--- src/rtl/blc_pkg.sv ---
package blc_pkg;

   typedef enum logic [1:0] {
      ST_IDLE   = 2'd0,
      ST_FIRST  = 2'd1,
      ST_SECOND = 2'd2
   } blc_state_e;

   typedef enum logic [1:0] {
      LANE_LO   = 2'd0,
      LANE_HI   = 2'd1,
      LANE_BOTH = 2'd2
   } blc_lane_e;

endpackage

--- src/rtl/blc_bank_sel.sv ---
module blc_bank_sel
   import blc_pkg::*;
#(
   parameter int NARROW = 0
) (
   input  logic      a0_i,
   input  logic      whole_i,
   output blc_lane_e lane_o,
   output logic      bhe_n_o
);

   generate
      if (NARROW != 0) begin : g_narrow
         logic unused_sel;
         assign unused_sel = a0_i ^ whole_i;
         assign lane_o     = LANE_LO;
         assign bhe_n_o    = 1'b1;
      end else begin : g_wide
         always_comb begin
            if (whole_i)   lane_o = LANE_BOTH;
            else if (a0_i) lane_o = LANE_HI;
            else           lane_o = LANE_LO;
         end
         assign bhe_n_o = (lane_o == LANE_LO);
      end
   endgenerate

endmodule

--- src/rtl/blc_wdata_steer.sv ---
module blc_wdata_steer
   import blc_pkg::*;
#(
   parameter int LANE_W = 8
) (
   input  blc_lane_e             lane_i,
   input  logic [LANE_W-1:0]     byte_i,
   input  logic [2*LANE_W-1:0]   word_i,
   output logic [2*LANE_W-1:0]   bus_o
);

   always_comb begin
      unique case (lane_i)
         LANE_HI:   bus_o = {byte_i, {LANE_W{1'b0}}};
         LANE_BOTH: bus_o = word_i;
         default:   bus_o = {{LANE_W{1'b0}}, byte_i};
      endcase
   end

endmodule

--- src/rtl/blc_rdata_merge.sv ---
module blc_rdata_merge
   import blc_pkg::*;
#(
   parameter int LANE_W = 8
) (
   input  logic                  clk,
   input  logic                  rst_n,
   input  blc_lane_e             lane_i,
   input  logic                  cap_lo_i,
   input  logic                  fin_i,
   input  logic                  split_i,
   input  logic [2*LANE_W-1:0]   bus_rdata_i,
   output logic [2*LANE_W-1:0]   rd_data_o
);

   logic [LANE_W-1:0] pick;
   logic [LANE_W-1:0] lo_q;

   assign pick = (lane_i == LANE_HI) ? bus_rdata_i[2*LANE_W-1:LANE_W]
                                     : bus_rdata_i[LANE_W-1:0];

   always_ff @(posedge clk) begin
      if (!rst_n) begin
         lo_q      <= '0;
         rd_data_o <= '0;
      end else begin
         if (cap_lo_i) lo_q <= pick;
         if (fin_i) begin
            if (lane_i == LANE_BOTH) rd_data_o <= bus_rdata_i;
            else if (split_i)        rd_data_o <= {pick, lo_q};
            else                     rd_data_o <= {{LANE_W{1'b0}}, pick};
         end
      end
   end

endmodule

--- src/rtl/byte_lane_ctrl.sv ---
module byte_lane_ctrl
   import blc_pkg::*;
#(
   parameter int ADDR_W = 20,
   parameter int LANE_W = 8,
   parameter int NARROW = 0
) (
   input  logic                  clk,
   input  logic                  rst_n,
   input  logic                  req_valid,
   output logic                  req_ready,
   input  logic [ADDR_W-1:0]     req_addr,
   input  logic                  req_word,
   input  logic                  req_write,
   input  logic [2*LANE_W-1:0]   req_wdata,
   output logic                  bus_cyc,
   output logic [ADDR_W-1:0]     bus_addr,
   output logic                  bus_bhe_n,
   output logic                  bus_we,
   output logic [2*LANE_W-1:0]   bus_wdata,
   input  logic                  bus_ack,
   input  logic [2*LANE_W-1:0]   bus_rdata,
   output logic                  done,
   output logic [2*LANE_W-1:0]   rd_data
);

   localparam int BUS_W = 2 * LANE_W;

   if (ADDR_W < 2 || ADDR_W > 32) begin : g_bad_addr_w
      $error("byte_lane_ctrl: ADDR_W must lie in 2..32");
   end
   if (LANE_W < 1) begin : g_bad_lane_w
      $error("byte_lane_ctrl: LANE_W must be positive");
   end
   if (NARROW != 0 && NARROW != 1) begin : g_bad_narrow
      $error("byte_lane_ctrl: NARROW must be 0 or 1");
   end

   blc_state_e          st_q;
   logic [ADDR_W-1:0]   addr_q;
   logic                word_q;
   logic                we_q;
   logic [BUS_W-1:0]    wdata_q;
   logic                split_q;
   logic                done_q;

   logic [ADDR_W-1:0]   cyc_addr;
   logic                whole;
   blc_lane_e           lane;
   logic [LANE_W-1:0]   byte_val;
   logic                cap_lo;
   logic                fin;

   // sequencer
   always_ff @(posedge clk) begin
      if (!rst_n) begin
         st_q    <= ST_IDLE;
         addr_q  <= '0;
         word_q  <= 1'b0;
         we_q    <= 1'b0;
         wdata_q <= '0;
         split_q <= 1'b0;
         done_q  <= 1'b0;
      end else begin
         done_q <= 1'b0;
         unique case (st_q)
            ST_IDLE: begin
               if (req_valid) begin
                  addr_q  <= req_addr;
                  word_q  <= req_word;
                  we_q    <= req_write;
                  wdata_q <= req_wdata;
                  split_q <= req_word && ((NARROW != 0) || req_addr[0]);
                  st_q    <= ST_FIRST;
               end
            end
            ST_FIRST: begin
               if (bus_ack) begin
                  if (split_q) st_q <= ST_SECOND;
                  else begin
                     st_q   <= ST_IDLE;
                     done_q <= 1'b1;
                  end
               end
            end
            ST_SECOND: begin
               if (bus_ack) begin
                  st_q   <= ST_IDLE;
                  done_q <= 1'b1;
               end
            end
            default: st_q <= ST_IDLE;
         endcase
      end
   end

   assign req_ready = (st_q == ST_IDLE);
   assign bus_cyc   = (st_q != ST_IDLE);
   assign cyc_addr  = (st_q == ST_SECOND) ? addr_q + ADDR_W'(1) : addr_q;
   assign whole     = word_q && !split_q;
   assign byte_val  = (st_q == ST_SECOND) ? wdata_q[BUS_W-1:LANE_W] : wdata_q[LANE_W-1:0];
   assign cap_lo    = (st_q == ST_FIRST) && bus_ack && split_q;
   assign fin       = bus_ack && ((st_q == ST_SECOND) || ((st_q == ST_FIRST) && !split_q));

   assign bus_addr  = cyc_addr;
   assign bus_we    = bus_cyc && we_q;
   assign done      = done_q;

   blc_bank_sel #(.NARROW(NARROW)) u_bank_sel (
      .a0_i    (cyc_addr[0]),
      .whole_i (whole),
      .lane_o  (lane),
      .bhe_n_o (bus_bhe_n)
   );

   blc_wdata_steer #(.LANE_W(LANE_W)) u_wdata_steer (
      .lane_i (lane),
      .byte_i (byte_val),
      .word_i (wdata_q),
      .bus_o  (bus_wdata)
   );

   blc_rdata_merge #(.LANE_W(LANE_W)) u_rdata_merge (
      .clk         (clk),
      .rst_n       (rst_n),
      .lane_i      (lane),
      .cap_lo_i    (cap_lo),
      .fin_i       (fin),
      .split_i     (split_q),
      .bus_rdata_i (bus_rdata),
      .rd_data_o   (rd_data)
   );

   // checks
   AST_HOLD_UNTIL_ACK: assert property (@(posedge clk) disable iff (!rst_n)
      (bus_cyc && !bus_ack) |=> (bus_cyc && $stable(bus_addr) && $stable(bus_bhe_n) && $stable(bus_wdata)));

   AST_SECOND_NEXT_ADDR: assert property (@(posedge clk) disable iff (!rst_n)
      (st_q == ST_FIRST && split_q && bus_ack) |=> (bus_cyc && bus_addr == $past(bus_addr) + ADDR_W'(1)));

   AST_DONE_AFTER_ACK: assert property (@(posedge clk) disable iff (!rst_n)
      done |-> $past(bus_cyc && bus_ack));

   AST_READY_NO_BUS: assert property (@(posedge clk) disable iff (!rst_n)
      req_ready |-> !bus_cyc);

   if (NARROW != 0) begin : g_narrow_chk
      AST_NARROW_LOW_LANE: assert property (@(posedge clk) disable iff (!rst_n)
         bus_cyc |-> (bus_bhe_n && bus_wdata[BUS_W-1:LANE_W] == '0));
   end else begin : g_wide_chk
      AST_BANK_SELECTED: assert property (@(posedge clk) disable iff (!rst_n)
         bus_cyc |-> !(bus_addr[0] && bus_bhe_n));
   end

endmodule

--- config.mk ---
export PLATFORM = sky130hd
export DESIGN_NAME = byte_lane_ctrl
export DESIGN_NICKNAME = d
export VERILOG_FILES = /design/src/rtl/blc_pkg.sv /design/src/rtl/blc_bank_sel.sv /design/src/rtl/blc_wdata_steer.sv /design/src/rtl/blc_rdata_merge.sv /design/src/rtl/byte_lane_ctrl.sv
export SDC_FILE = /design/constraint.sdc
export NUM_CORES = 1
export LEC_CHECK = 0
export BUFFER_PORTS_ARGS = -buffer_cell sky130_fd_sc_hd__buf_4
export CELL_PAD_IN_SITES_DETAIL_PLACEMENT = 1
export CELL_PAD_IN_SITES_GLOBAL_PLACEMENT = 1
export CORE_MARGIN = 10
export CORE_UTILIZATION = 37
export DETAILED_ROUTE_END_ITERATION = 10
export GPL_TIMING_DRIVEN = 0
export HOLD_SLACK_MARGIN = 0.1
export PLACE_DENSITY_LB_ADDON = 0.1
export SETUP_SLACK_MARGIN = 0.4
export SLEW_MARGIN = 20
export SYNTH_ARGS = -nofsm -noshare
export SYNTH_HDL_FRONTEND = slang
export SYNTH_HIERARCHICAL = 1
export SYNTH_SLANG_ARGS = --single-unit
--- constraint.sdc ---
create_clock -name clk -period 2.8 [get_ports clk]
set_input_delay 0.56 -clock clk [delete_from_list [all_inputs] [get_ports clk]]
set_output_delay 0.56 -clock clk [all_outputs]
set_load 0.005 [all_outputs]
==> results of run 1 <==
-- worst min path at each step --
stage / from / endpoint / slack [ns]
CTS: req_wdata[4] / wdata_q[4] / 0.44
global placement: word_q / word_q / 0.44
finish: req_addr[14] / addr_q[14] / 0.45
floorplan: we_q / we_q / 0.43
detailed placement: word_q / word_q / 0.45
global route: req_addr[18] / addr_q[18] / 0.45
-- metal layers --
metal / vias up / global-route usage, %
met2: 111 / 34.1
met1: 1982 / 21.1
met5: - / 0
met4: 0 / 5.81
li1: 1920 / -
met3: 20 / 5.40
-- layout make-up --
cell class,count,area (um^2)
multi-input cells,349,2490
clock inverters,6,57.6
inverters,8,30.0
plain buffers,36,258
well taps,133,166
fillers,1211,4250
repair buffers,138,1120
flip-flops and latches,66,1330
clock buffers,10,128
-- state kept, by name, summed over array words and instances (netlist names) --
register / cells
wdata_q: 16
addr_q: 20
we_q: 1
u_rdata_merge/rd_data_o: 16
split_q: 1
u_rdata_merge/lo_q: 8
st_q: 2
word_q: 1
done: 1
-- worst max-delay path, delay by kind of cell (launching register included) --
family | cells | cell delay, ns
buffers and inverters | 7 | 0.73
AOI/OAI and AO/OA | 1 | 0.23
xor gates and xnor gates | 1 | 0.13
and+or+nand+nor | 2 | 0.24
adders and majority gates | 2 | 0.41
DFF | 1 | 0.34
-- kinds of logic after synthesis --
logic type                 count (synthesis)  share of synthesized area [%]
DFF                                       66                           35.2
and+or+nand+nor                          189                           25.7
adders and majority gates                  6                           2.00
buffers and inverters                     44                           6.44
AOI/OAI and AO/OA                        110                           18.7
muxes                                     25                           7.54
xor gates and xnor gates                  19                           4.44
-- cell usage in the layout, fill, tap and decap left out, drive strengths merged, types with 2 or more instances in the layout --
cell type / synthesis / layout
nand2: 93 / 93
a31oi: 8 / 8
a22oi: 8 / 8
clkbuf: 19 / 28
and3: 11 / 11
clkinv: 0 / 4
and4: 3 / 3
o41ai: 8 / 8
o21ai: 17 / 17
a21oi: 41 / 41
xor2: 9 / 9
mux2i: 8 / 8
nor4: 2 / 2
nor3b: 8 / 8
nand3: 7 / 7
nor2: 30 / 30
and2b: 4 / 4
mux2: 17 / 17
a22o: 8 / 8
ha: 6 / 6
inv: 8 / 8
dfxtp: 66 / 66
nand3b: 8 / 8
o32ai: 8 / 8
xnor2: 10 / 10
nand4: 8 / 8
a211oi: 9 / 9
nor2b: 9 / 9
buf: 17 / 156
-- through the flow --
step	worst slack, ns	hold WS [ns]	cells
floorplan	0.311	0.432	459
global placement	0.0334	0.442	706
detailed placement	-0.00482	0.454	706
CTS	-0.166	0.444	735
global route	-0.260	0.448	746
finish	-0.198	0.448	746
-- repair_timing --
action	in CTS	in global routing
setup buffers	12	10
cloned	1	1
setup endpoints to repair	27	38
pin swaps	13	26
resized for setup	33	65
-- where the power goes --
| part | switching (mW) | leakage, nW | internal [mW] |
|---|---|---|---|
| Clock | 0.385 | 0.0958 | 0.405 |
| Sequential | 0.0603 | 0.541 | 0.993 |
| Combinational | 0.293 | 1.79 | 0.285 |
==> results.toml, run 1 <==
[run_status]
status = "complete, but fails checks"
failed_checks = "negative setup slack"

[drt]
detail-route-antenna-nets = 0
drt_iter0_drc = 208
drt-met1-wl_mm = 6.10
drt_wl_total_mm = 15.2
route.detailed.drc = 0
via_per_inst = 5.41
wl_met2_mm = 8.01
maxUsedRoutingLayer = "met4"
wl_per_cell_um = 20.3
first_pass_iters = 4
via_count = 4033
dr_wl_met3_um = 831

[yosys]
ys_seq_area_share_pct = 35.2
ys_types = 50
yosysMostFrequentCell = "nand2_1"
ys_warn_count = 6
synth_top_area_cell = "dfxtp_1"
ys.flop_type = "dfxtp_1"
synth_cells = 459
syn-cell-area_mm2 = 0.00375
async_reset_ff_share_pct = 0
ys_ff_latch = 66
synth_commonest_cells = "nand2_1, dfxtp_1, a21oi_1"
synth_edf_count = 0
yosys-top-cells-area = "dfxtp_1, nand2_1, a21oi_1"
synth_top_area_share_pct = 35.2
syn_avg_cell_area_um2 = 8.17
synthesis.nets = 523

[floorplan]
die_area_mm2 = 0.0146
die_h_um = 121
chipWidth_um = 121
ios = 115
fp.coreArea_mm2 = 0.00982
num_rows = 36
start_util_pct = 38.2

[sta]
rsz0062_at_grt = "yes"
max_freq_mhz = 334
slew_violations = 0
fin_crit_sh_pct = 107
setup_slack_ns = -0.198
setup_viol = 17
relSlewSlack_pct = 59.1
period_needed_ns = 3.00
tightest_slew_ns = 0.613
finalSetupTns_ns = -1.82
fin_worst_skew_ns = 0.00449
final-hold-violation-count = 0

[clocking]
htree_levels = 3
worstSkewPairLatency_ns = 0.35
cts_made_buffers = 9
clock-sinks = 66
clkTransAtPathRegs_ns = 0.07
hold_buffers = 0
cts_tree = "done"
clock_path_buffers = 2
cts_root_buffer = "clkbuf_8"

[place]
port_buffers = 114
hpwl_mm = 10.3
gp_congestion = 0.858
post_dp_cell_area_mm2 = 0.00482

[power_and_ir_drop]
leakage_nw = 2.42
peakVddDrop_uv = 249
power.density_mw_per_mm2 = 435
power_mw = 2.42

[layout]
fin_nets = 672
stdcell_area_mm2 = 0.00557
n_antenna_cell = 0
syn_to_final_growth_pct = 48.5
fin_util_pct = 56.7
drive_gt1_share_pct = 39.5

[run]
maxCapViolCount = 0

[global_routing]
grt_max_degree = 15
antenna_found_initial = 0
gr-usage-all-layers_pct = 19.0
grt_first_pass_wirelength_mm = 22.3
gr-total-overflow = 0
grt_pass1_vias = 4297

[setup_path]
worst_r2r_path_depth = 14
startpoint = "st_q[0]"
cp.arrival_ns = 2.44
cpMostUsedCell = "buf_6"
critPathLaunchType = "flop"
crit_type = "reg2out"
worst_r2r_endpoint = "u_rdata_merge/rd_data_o[9]"
slowest_stage = "dfxtp_2"
cp_max_fo = 8
rrSetupSlack_ns = 0.45
crit_path_end = "bus_wdata[3]"
cp_cell_sequence = "inv_2 > ha_4 > buf_8 > buf_12 > xor2_4 > nor2b_4 > inv_2 > ha_4 > buf_6 > nor2b_4 > buf_6 > a22o_1 > buf_6"
crit_path_max_incr_delay_ns = 0.34
required_ns = 2.24
end_kind = "output pin"
regToRegStartpoint = "st_q[0]"

[min_path]
min_path_type = "in2reg"
holdPathStages = 3
(Power assumes the default switching activity.)
==> run 2: changes to the inputs <==
GPL_TIMING_DRIVEN = unset   (was 0)
RECOVER_POWER = 100   (was unset)
==> run 2 against run 1 <==
  * Cell count is 4.3% lower
  * Clock skew is 0.0050 ns higher
  * First-iteration DRC count is 7.7% lower
  * The run now ends clean
  * Worst hold slack better by 0.014 ns
  * Total power is 4.1% lower
  * Clock-buffer cell count is 4 higher
  * Flip-flop and latch count stayed put
  * Die area stayed put
  * Wire length is 14% lower
  * Clock power is 3.0% lower
==> results.toml, run 2 (synthesis gave the netlist of run 1 again) <==
[setup_path]
slowest_stage = "dfxtp_2"
critPathLaunchType = "flop"
required_ns = 2.24
cp.arrival_ns = 2.11
cp_max_fo = 8
cp_cell_sequence = "inv_1 > ha_4 > xor2_4 > nor2b_4 > inv_2 > ha_4 > nor2b_4 > a22o_1 > buf_4"
end_kind = "output pin"
crit_type = "reg2out"
crit_path_max_incr_delay_ns = 0.33

[drt]
via_per_inst = 5.30
drt_iter0_drc = 192
wl_per_cell_um = 18.4
first_pass_iters = 4
drt_wl_total_mm = 13.1
via_count = 3785
route.detailed.drc = 0
detail-route-antenna-nets = 0

[layout]
layout.cells.non_filler = 714
syn_to_final_growth_pct = 38.7
top_regs = "addr_q: 20 flops, u_rdata_merge/rd_data_o: 16 flops, wdata_q: 16 flops"
largest_register_ff_count = 20
final_common_cell = "buf_4"
n_fill_cell = 1218
n_antenna_cell = 0
drive_gt1_share_pct = 34.6
fin_util_pct = 53.0
stdcell_area_mm2 = 0.00520
layout_common_cells = "buf_4, nand2_1, dfxtp_1"
fin_nets = 641
top_register = "addr_q"

[floorplan]
die_area_mm2 = 0.0146
fp.coreArea_mm2 = 0.00982
start_util_pct = 38.2
die_h_um = 121
ios = 115
num_rows = 36
chipWidth_um = 121

[power_and_ir_drop]
p_sw_share_pct = 28.5
p_sw_uw = 661
p_seq_share_pct = 45.2
p_int_mw = 1.66
peakVddDrop_uv = 242
leakage_nw = 2.21
p_comb_share_pct = 21.8
power_mw = 2.32
power.density_mw_per_mm2 = 446
clock_power_share_pct = 33.0

[sta]
tightest_slew_ns = 0.977
final-hold-violation-count = 0
finalSetupTns_ns = 0
rsz0062_at_grt = "yes"
fin_crit_sh_pct = 95.4
period_needed_ns = 2.67
setup_slack_ns = 0.129
max_freq_mhz = 374
setup_viol = 0
hold_slack_ns = 0.462
relSlewSlack_pct = 34.9
slew_violations = 0
fin_worst_skew_ns = 0.00953

[clocking]
cts_tree = "done"
clkTransAtPathRegs_ns = 0.07
htree_levels = 3
clock_path_buffers = 2
cts_made_buffers = 9
worstSkewPairLatency_ns = 0.34
clock-sinks = 66
cts_root_buffer = "clkbuf_8"
hold_buffers = 0

[global_routing]
grt_first_pass_wirelength_mm = 21.1
antenna_found_initial = 0
grt_pass1_vias = 4054
grt_max_degree = 40
gr-usage-all-layers_pct = 17.7
gr-total-overflow = 0

[place]
dpl.cell_count = 678
gp_congestion = 0.827
port_buffers = 114
post_dp_cell_area_mm2 = 0.00464
hpwl_mm = 9.26
dp_slack_ns = 0.140

[run_status]
status = "complete, no violations"

[min_path]
min_path_type = "in2reg"

[run]
maxCapViolCount = 0
[run 2: routing by layer]
| metal | part of all wire [%] | vias up | global-route usage (%) |
|---|---|---|---|
| li1 | - | 1847 | - |
| met1 | 44 | 1841 | 21.0 |
| met2 | 50 | 85 | 31.5 |
| met3 | 4.3 | 12 | 3.44 |
| met4 | 1.2 | 0 | 5.43 |
| met5 | 0 | - | 0 |
[run 2: power groups by stage]
stage | Combinational, mW | Sequential (mW) | Clock, mW
global placement | 0.451 | 1.06 | 0
floorplan | 0.266 | 1.05 | 0
CTS | 0.511 | 1.05 | 0.790
finish | 0.507 | 1.05 | 0.766
global route | 0.561 | 1.06 | 0.835
detailed placement | 0.462 | 1.07 | 0
[run 2: worst max-delay path: cells and delay by family (launching register included)]
kind	cells	cell delay, ns
AND/OR/NAND/NOR	2	0.40
flip-flops	1	0.33
buffers and inverters	3	0.28
XOR/XNOR	1	0.16
adder cells (fa/ha/maj)	2	0.44
AO/OA/AOI/OAI	1	0.17
[run 2: layout make-up]
| cell class | count | area (um^2) | area share [%] |
|---|---|---|---|
| clock inverter | 1 | 7.51 | 0.144 |
| sequential | 66 | 1330 | 25.6 |
| tap | 133 | 166 | 3.20 |
| clock buffer | 14 | 183 | 3.51 |
| timing repair buffer | 143 | 1130 | 21.6 |
| multi-input combinational | 349 | 2360 | 45.3 |
| inverter | 8 | 30.0 | 0.577 |
[run 2: final timing paths]
| kind | to | slack (ns) | depth (start not counted) | startpoint |
|---|---|---|---|---|
| min | addr_q[3] | 0.46 | 3 | req_addr[3] |
| max reg2reg | u_rdata_merge/lo_q[2] | 0.15 | 10 | st_q[0] |
| min reg2reg | we_q | 0.46 | 2 | we_q |
| max | bus_wdata[5] | 0.13 | 9 | st_q[0] |
[run 2: timing repair]
item	CTS	global route
pin swaps	14	17
setup endpoints to repair	33	47
resized for setup	36	14
cloned	1	0
setup buffers	15	5
